<file path="src/rtl/b2_sram_pkg.sv">
`timescale 1ns/1ps
package b2_sram_pkg;
  typedef enum logic [1:0] {
    OP_IDLE  = 2'd0,
    OP_READ  = 2'd1,
    OP_WRITE = 2'd2
  } op_e;
endpackage

</file>
<file path="src/rtl/b2_cmd_ctrl.sv">
`timescale 1ns/1ps
module b2_cmd_ctrl
  import b2_sram_pkg::*;
#(
  parameter int ADDR_W = 5,
  parameter int LANES  = 4,
  parameter int LANE_W = 9,
  localparam int W     = LANES * LANE_W
) (
  input  logic              clk_i,
  input  logic              rst_ni,
  input  logic              ld_ni,
  input  logic              rw_i,
  input  logic [ADDR_W-1:0] addr_i,
  input  logic [W-1:0]      wdata_i,
  input  logic [LANES-1:0]  wbe_i,
  output op_e               op_o,
  output logic [ADDR_W-1:0] cmd_addr_o,
  output logic              wa_vld_o,
  output logic [ADDR_W-1:0] wa_addr_o,
  output logic [W-1:0]      wa_d0_o,
  output logic [LANES-1:0]  wa_be0_o,
  output logic [W-1:0]      wa_d1_o,
  output logic [LANES-1:0]  wa_be1_o
);
  op_e               op_q;
  logic [ADDR_W-1:0] cmd_addr_q;

  always_ff @(posedge clk_i or negedge rst_ni) begin
    if (!rst_ni) begin
      op_q       <= OP_IDLE;
      cmd_addr_q <= '0;
    end else if (!ld_ni) begin
      op_q       <= rw_i ? OP_READ : OP_WRITE;
      cmd_addr_q <= addr_i;
    end else begin
      op_q       <= OP_IDLE;
    end
  end

  // late write: beat 0 on the next rising edge
  always_ff @(posedge clk_i or negedge rst_ni) begin
    if (!rst_ni) begin
      wa_vld_o  <= 1'b0;
      wa_addr_o <= '0;
      wa_d0_o   <= '0;
      wa_be0_o  <= '0;
    end else begin
      wa_vld_o <= (op_q == OP_WRITE);
      if (op_q == OP_WRITE) begin
        wa_addr_o <= cmd_addr_q;
        wa_d0_o   <= wdata_i;
        wa_be0_o  <= wbe_i;
      end
    end
  end

  // beat 1 on the falling edge half a cycle later
  always_ff @(negedge clk_i or negedge rst_ni) begin
    if (!rst_ni) begin
      wa_d1_o  <= '0;
      wa_be1_o <= '0;
    end else if (wa_vld_o) begin
      wa_d1_o  <= wdata_i;
      wa_be1_o <= wbe_i;
    end
  end

  assign op_o       = op_q;
  assign cmd_addr_o = cmd_addr_q;

  AST_IDLE_NO_CMD: assert property (@(posedge clk_i) disable iff (!rst_ni)
    ld_ni |=> (op_q == OP_IDLE));
  AST_WR_BEAT0_CAPTURE: assert property (@(posedge clk_i) disable iff (!rst_ni)
    (op_q == OP_WRITE) |=> (wa_vld_o && wa_d0_o == $past(wdata_i)));
endmodule

</file>
<file path="src/rtl/b2_array.sv">
`timescale 1ns/1ps
module b2_array #(
  parameter int ADDR_W = 5,
  parameter int LANES  = 4,
  parameter int LANE_W = 9,
  localparam int W     = LANES * LANE_W,
  localparam int DEPTH = 1 << ADDR_W
) (
  input  logic              clk_i,
  input  logic              rst_ni,
  input  logic              wa_vld_i,
  input  logic [ADDR_W-1:0] wa_addr_i,
  input  logic [W-1:0]      wa_d0_i,
  input  logic [LANES-1:0]  wa_be0_i,
  input  logic [W-1:0]      wa_d1_i,
  input  logic [LANES-1:0]  wa_be1_i,
  input  logic              rd_req_i,
  input  logic [ADDR_W-1:0] rd_addr_i,
  output logic              rd_vld_o,
  output logic [W-1:0]      rd_w0_o,
  output logic [W-1:0]      rd_w1_o
);
  logic [W-1:0]      mem_q [DEPTH];
  logic [ADDR_W-1:0] wa_addr1;
  logic [W-1:0]      fwd [2];

  function automatic logic [W-1:0] lane_merge(input logic [W-1:0] old_w,
                                              input logic [W-1:0] new_w,
                                              input logic [LANES-1:0] be);
    logic [W-1:0] r;
    r = old_w;
    for (int i = 0; i < LANES; i++)
      if (be[i]) r[i*LANE_W +: LANE_W] = new_w[i*LANE_W +: LANE_W];
    return r;
  endfunction

  assign wa_addr1 = wa_addr_i ^ ADDR_W'(1);

  always_ff @(posedge clk_i) begin
    if (wa_vld_i) begin
      mem_q[wa_addr_i] <= lane_merge(mem_q[wa_addr_i], wa_d0_i, wa_be0_i);
      mem_q[wa_addr1]  <= lane_merge(mem_q[wa_addr1],  wa_d1_i, wa_be1_i);
    end
  end

  // read both beats; overlay the write that commits on this same edge
  for (genvar b = 0; b < 2; b++) begin : g_beat
    logic [ADDR_W-1:0] loc;
    assign loc = rd_addr_i ^ ADDR_W'(b);
    always_comb begin
      fwd[b] = mem_q[loc];
      if (wa_vld_i && loc == wa_addr_i) fwd[b] = lane_merge(fwd[b], wa_d0_i, wa_be0_i);
      if (wa_vld_i && loc == wa_addr1)  fwd[b] = lane_merge(fwd[b], wa_d1_i, wa_be1_i);
    end
  end

  always_ff @(posedge clk_i or negedge rst_ni) begin
    if (!rst_ni) begin
      rd_vld_o <= 1'b0;
      rd_w0_o  <= '0;
      rd_w1_o  <= '0;
    end else begin
      rd_vld_o <= rd_req_i;
      if (rd_req_i) begin
        rd_w0_o <= fwd[0];
        rd_w1_o <= fwd[1];
      end
    end
  end

  AST_FWD_PENDING: assert property (@(posedge clk_i) disable iff (!rst_ni)
    (wa_vld_i && rd_req_i && rd_addr_i == wa_addr_i && (&wa_be0_i))
      |=> (rd_w0_o == $past(wa_d0_i)));
endmodule

</file>
<file path="src/rtl/b2_rd_out.sv">
`timescale 1ns/1ps
module b2_rd_out #(
  parameter int W = 36
) (
  input  logic         clk_i,
  input  logic         rst_ni,
  input  logic         rd_vld_i,
  input  logic [W-1:0] rd_w0_i,
  input  logic [W-1:0] rd_w1_i,
  output logic         oe_o,
  output logic [W-1:0] rdata_o
);
  logic         neg_vld_q, pos_vld_q;
  logic [W-1:0] neg_w0_q, neg_w1_q, pos_w1_q;

  always_ff @(negedge clk_i or negedge rst_ni) begin
    if (!rst_ni) begin
      neg_vld_q <= 1'b0;
      neg_w0_q  <= '0;
      neg_w1_q  <= '0;
    end else begin
      neg_vld_q <= rd_vld_i;
      neg_w0_q  <= rd_vld_i ? rd_w0_i : '0;
      neg_w1_q  <= rd_vld_i ? rd_w1_i : '0;
    end
  end

  always_ff @(posedge clk_i or negedge rst_ni) begin
    if (!rst_ni) begin
      pos_vld_q <= 1'b0;
      pos_w1_q  <= '0;
    end else begin
      pos_vld_q <= neg_vld_q;
      pos_w1_q  <= neg_w1_q;
    end
  end

  // double-data-rate launch: low phase beat 0, high phase beat 1
  assign oe_o    = clk_i ? pos_vld_q : neg_vld_q;
  assign rdata_o = clk_i ? pos_w1_q  : neg_w0_q;

  AST_BEAT_PAIR: assert property (@(posedge clk_i) disable iff (!rst_ni)
    rd_vld_i |=> pos_vld_q);
  AST_AUTO_OFF: assert property (@(posedge clk_i) disable iff (!rst_ni)
    !rd_vld_i |=> !pos_vld_q);
endmodule

</file>
<file path="src/rtl/b2_sram_core.sv">
`timescale 1ns/1ps
module b2_sram_core
  import b2_sram_pkg::*;
#(
  parameter int ADDR_W = 5,
  parameter int LANES  = 4,
  parameter int LANE_W = 9,
  localparam int W     = LANES * LANE_W
) (
  input  logic              clk_i,
  input  logic              rst_ni,
  input  logic              ld_ni,
  input  logic              rw_i,
  input  logic [ADDR_W-1:0] addr_i,
  input  logic [LANES-1:0]  wbe_i,
  input  logic [W-1:0]      wdata_i,
  output logic [W-1:0]      rdata_o,
  output logic              oe_o
);
  op_e               op;
  logic [ADDR_W-1:0] cmd_addr;
  logic              wa_vld;
  logic [ADDR_W-1:0] wa_addr;
  logic [W-1:0]      wa_d0, wa_d1;
  logic [LANES-1:0]  wa_be0, wa_be1;
  logic              rd_vld;
  logic [W-1:0]      rd_w0, rd_w1;

  b2_cmd_ctrl #(.ADDR_W(ADDR_W), .LANES(LANES), .LANE_W(LANE_W)) u_cmd (
    .clk_i, .rst_ni, .ld_ni, .rw_i, .addr_i, .wdata_i, .wbe_i,
    .op_o(op), .cmd_addr_o(cmd_addr),
    .wa_vld_o(wa_vld), .wa_addr_o(wa_addr),
    .wa_d0_o(wa_d0), .wa_be0_o(wa_be0), .wa_d1_o(wa_d1), .wa_be1_o(wa_be1)
  );

  b2_array #(.ADDR_W(ADDR_W), .LANES(LANES), .LANE_W(LANE_W)) u_array (
    .clk_i, .rst_ni,
    .wa_vld_i(wa_vld), .wa_addr_i(wa_addr),
    .wa_d0_i(wa_d0), .wa_be0_i(wa_be0), .wa_d1_i(wa_d1), .wa_be1_i(wa_be1),
    .rd_req_i(op == OP_READ), .rd_addr_i(cmd_addr),
    .rd_vld_o(rd_vld), .rd_w0_o(rd_w0), .rd_w1_o(rd_w1)
  );

  b2_rd_out #(.W(W)) u_out (
    .clk_i, .rst_ni,
    .rd_vld_i(rd_vld), .rd_w0_i(rd_w0), .rd_w1_i(rd_w1),
    .oe_o, .rdata_o
  );

  AST_QUIET_BUS: assert property (@(negedge clk_i) disable iff (!rst_ni)
    !oe_o |-> (rdata_o == '0));
  AST_RESET_OFF: assert property (@(negedge clk_i)
    !rst_ni |-> !oe_o);
endmodule

</file>
<file path="config.mk">
export PLATFORM = sky130hd
export DESIGN_NAME = b2_sram_core
export DESIGN_NICKNAME = d
export VERILOG_FILES = /design/src/rtl/b2_sram_pkg.sv /design/src/rtl/b2_cmd_ctrl.sv /design/src/rtl/b2_array.sv /design/src/rtl/b2_rd_out.sv /design/src/rtl/b2_sram_core.sv
export SDC_FILE = /design/constraint.sdc
export NUM_CORES = 2
export LEC_CHECK = 0
export BUFFER_PORTS_ARGS = -buffer_cell sky130_fd_sc_hd__buf_2
export CAP_MARGIN = 25
export CORE_MARGIN = 10
export CORE_UTILIZATION = 45
export DETAILED_ROUTE_END_ITERATION = 6
export PLACE_DENSITY = 0.57
export RECOVER_POWER = 25
export SLEW_MARGIN = 30
export SYNTH_ARGS = -nofsm -noshare
export SYNTH_HDL_FRONTEND = slang
export SYNTH_SLANG_ARGS = --single-unit
export TNS_END_PERCENT = 5
</file>
<file path="constraint.sdc">
create_clock -name clk_i -period 3.4 [get_ports clk_i]
set_input_delay 0.51 -clock clk_i [delete_from_list [all_inputs] [get_ports clk_i]]
set_output_delay 0.51 -clock clk_i [all_outputs]
set_load 0.02 [all_outputs]
</file>
Word-level counts from Yosys, hierarchy flattened
Memory sizes are Yosys's and may differ from the RTL's.
Cells that the tools add are included.
{"block": "classes", "eq_ne": 14, "n_reduce_logical": 12, "mux": 44, "bitwise": 2}
{"operator": "two-way mux 9 bit", "count": 32}
{"operator": "two-way mux 36 bit", "count": 7}
{"operator": "equality test 5 bit", "count": 4}
{"operator": "!= test 2 bit (second input constant)", "count": 8}
{"operator": "AND reduction 2 bit", "count": 8}
{"operator": "logical AND 1 bit", "count": 4}
{"operator": "two-way mux 2 bit", "count": 2}
{"operator": "two-way mux 1 bit", "count": 3}
{"operator": "equality test 2 x 1 -> 1 bit (second input constant)", "count": 1}
{"operator": "equality test 2 bit (second input constant)", "count": 1}
{"operator": "NOT 1 bit", "count": 2}
{"block": "word_totals", "word_cells": 89, "register_bits": 276, "ram_bits": 1152, "in_bits": 49, "memories": 1, "out_inout_bits": 37}
{"memory": "u_array.mem_q", "words": 32, "width": 36, "read_ports": 2, "rd_ports_with_merged_regs": 0, "write_ports": 2, "line_no": "b2_array.sv:23", "text": "logic [W-1:0] mem_q [DEPTH];"}

Logic depth before layout (Yosys ltp)
{"block": "depth", "depth_word": 6, "mapped_depth": 12, "depth_no_buf": 6}

Hierarchy
A second synthesis with hierarchy kept.
{"block": "hier_totals", "hier_cells": 5462, "hier_area_um2": 80267.0}
{"mod": "b2_array", "cells_each": 5034, "seq_area_each_um2": 36419.9, "area_per_inst_um2": 72782.3, "instances": 1}
{"mod": "b2_rd_out", "cells_each": 230, "seq_area_each_um2": 2752.6, "area_per_inst_um2": 3832.4, "instances": 1}
{"mod": "b2_cmd_ctrl", "cells_each": 197, "seq_area_each_um2": 2327.2, "area_per_inst_um2": 3638.5, "instances": 1}
{"mod": "b2_sram_core", "cells_each": 1, "seq_area_each_um2": 0.0, "area_per_inst_um2": 13.8, "instances": 1}

==> results.toml <==
[outcome]
outcome = "finished, violations left"
failed_checks = "DRC, capacitance limit, slew limit, setup timing"

[global_routing]
grt_pass1_wl_mm = 409
grt_overflow = 0
first_global_vias = 53400
grt.total_usage_pct = 29.5
grt_max_degree = 59
grt_antenna_before_repair = 15

[layout]
final_cells = 8190
nets = 5764
drive_gt1_share_pct = 51.1
area_delta_synth_final_pct = 21.1
post-route-util_pct = 55.0

[power]
peakVddDrop_mv = 0.478
powerDensity_nw_per_um2 = 552
p_total_mw = 52.9
p_leak_nw = 33.2

[sta]
slew_headroom_pct = -58.6
worstMarginPinSlew_ns = 2.37
setup_viol = 1269
finalHoldViolations = 0
clock_skew_ns = 0.0958
final.setup.worst_slack_ns = -0.510
rsz0062_at_grt = "true"
drv_slew = 34
finalSetupTns_ns = -172.65

[setup_path]
crit_path_start_kind = "register"
path_class = "reg2out"
cp-end-kind = "output port"
timing.rr.start = "u_cmd.wa_be1_o[0]"
cp.arrival_ns = 3.40
startpoint = "u_out.neg_w0_q[26]"
crit_required_ns = 2.89
critPathMaxFanout = 1

[clock_network]
worstSkewPairLatency_ns = 0.96
cts_tree = "done"
clkTransAtPathRegs_ns = 0.06

[place]
dp.cells = 7806
gp_congestion = 0.951
dp_hpwl_mm = 201
port_buffers = 85

[floorplanning]
fp.coreArea_sq_um = 174000
die_w_um = 439
die_area_sq_um = 193000
die_y_um = 439
rows = 153
io_pins = 86
start_util_pct = 45.4

[route]
wl_mm = 288
first_iter_violations = 6621
drc = 10
vias = 53500
first_pass_iters = 7
vias_per_cell = 6.53
wl_per_cell_um = 35.2
drt.antenna.violating_nets = 0

[logic_synthesis]
synthTopCellsByCount = "mux2_2, edfxtp_1, mux4_2"
synth_seq_cells = 1428
synth_top_area_cell = "edfxtp_1"
synth_ff_type = "edfxtp_1"
synth-seq-area-share_pct = 52.4
ys_types = 74
synthTopCellsByArea = "edfxtp_1, mux2_2, mux4_2"
yosys_warnings = 0
syn-num-nets = 5329
syn_area_sq_um = 79100
synthArstFlopShare_pct = 19.3
synth_most_common_cell = "mux2_2"
synth.avg_cell_area_sq_um = 15.0
synth_top_area_share_pct = 43.7
synthCells = 5280
synth-edff-count = 1152

[flow_run]
drv_cap = 5

[worst_hold_path]
hp-class = "in2async"
[critical path, cell delays in order (launching register included)]
cell and delay (ns):
dfrtn_1 0.33, mux2_4 0.35, buf_6 0.16
[through the flow]
step,hold WS [ns],cell area (sq um),worst slack (ns)
finish,0.0432,95900,-0.510
global route,0.0420,95900,-0.563
CTS,0.0232,96300,-0.551
detailed placement,0.413,89600,-0.149
global placement,0.416,89600,-0.134
floorplan,0.214,80800,-0.0965
[layer usage]
| layer | vias to the layer above | GRT usage, % | share of wire [%] |
|---|---|---|---|
| met4 | 10 | 12.2 | 5.0 |
| met5 | - | 0 | 0.024 |
| met3 | 647 | 7.74 | 9.5 |
| li1 | 21900 | - | - |
| met1 | 28200 | 39.6 | 40 |
| met2 | 2749 | 45.4 | 46 |
[layout by cell type, fill, tap and decap left out, types with 32 or more instances in the layout]
cell type      count
mux2_2          1237
edfxtp_1        1152
mux4_2           499
buf_4            386
nand2_1          306
mux2i_1          257
buf_12           218
clkbuf_16        189
dfrtp_1          149
dfrtn_1          113
nor2_1           101
o21ai_0           92
a21oi_1           76
clkbuf_1          74
nor2_4            57
o22ai_4           57
buf_2             53
o22ai_1           52
dlygate4sd3_1     52
and2_1            51
buf_6             45
nor3_1            44
and2_0            41
nand3_1           32
a221oi_1          32
[sequential cells by signal (all words and copies together) (netlist names)]
name,flops
u_array.mem_q,1152
u_array.rd_vld_o,1
u_array.rd_w0_o,36
u_array.rd_w1_o,36
u_cmd.cmd_addr_o,5
u_cmd.op_o,2
u_cmd.wa_addr_o,5
u_cmd.wa_be0_o,4
u_cmd.wa_be1_o,4
u_cmd.wa_d0_o,36
u_cmd.wa_d1_o,36
u_cmd.wa_vld_o,1
u_out.neg_vld_q,1
u_out.neg_w0_q,36
u_out.neg_w1_q,36
u_out.pos_vld_q,1
u_out.pos_w1_q,36
[final timing paths]
| path | end | slack [ns] | depth (start not counted) |
|---|---|---|---|
| max in group asynchronous | u_cmd.wa_d1_o[35] | -0.09 | 3 |
| max | rdata_o[26] | -0.51 | 2 |
| min in group clk_i | u_cmd.cmd_addr_o[0] | 0.08 | 2 |
| max reg2reg | u_array.mem_q[26][8] | -0.30 | 5 |
| min | u_cmd.wa_d0_o[4] | 0.04 | 2 |
| min reg2reg | u_array.rd_w0_o[11] | 0.48 | 2 |
[area by class of cell]
type                       count  area (sq um)
fill                       14100         78500
sequential                  1428         41500
multi-input combinational   3293         36600
timing repair buffer         766          8440
clock buffer                 292          5520
tap                         2325          2910
clock inverter                72           777
inverter                       9          42.5
antenna                        5          12.5
[repair_timing]
action	in CTS	in global routing
hold buffers	52	0
pin swaps	0	18
gates resized for setup	75	45
buffers inserted	0	0
hold endpoints to repair	168	0
endpoints found under the setup margin	119	300
[cell families (layout without fill, tap and decap cells)]
logic type | Yosys count | in the layout | synth area share, %
other cells | 0 | 5 | 0
xor+xnor | 7 | 7 | 0.0964
simple gates | 728 | 728 | 4.20
flops | 1428 | 1428 | 52.4
compound gates | 541 | 541 | 4.46
mux | 2017 | 2017 | 35.4
buf+inv | 559 | 1139 | 3.41
[report_power, final]
group / leakage [nW] / switching (mW) / internal [mW]
registers: 13.8 / 1.15 / 20.2
logic: 16.0 / 6.09 / 4.93
clock network: 3.37 / 8.52 / 12.0
total: 33.2 / 15.8 / 37.1
Note: power is estimated with default switching activity, not from simulation.
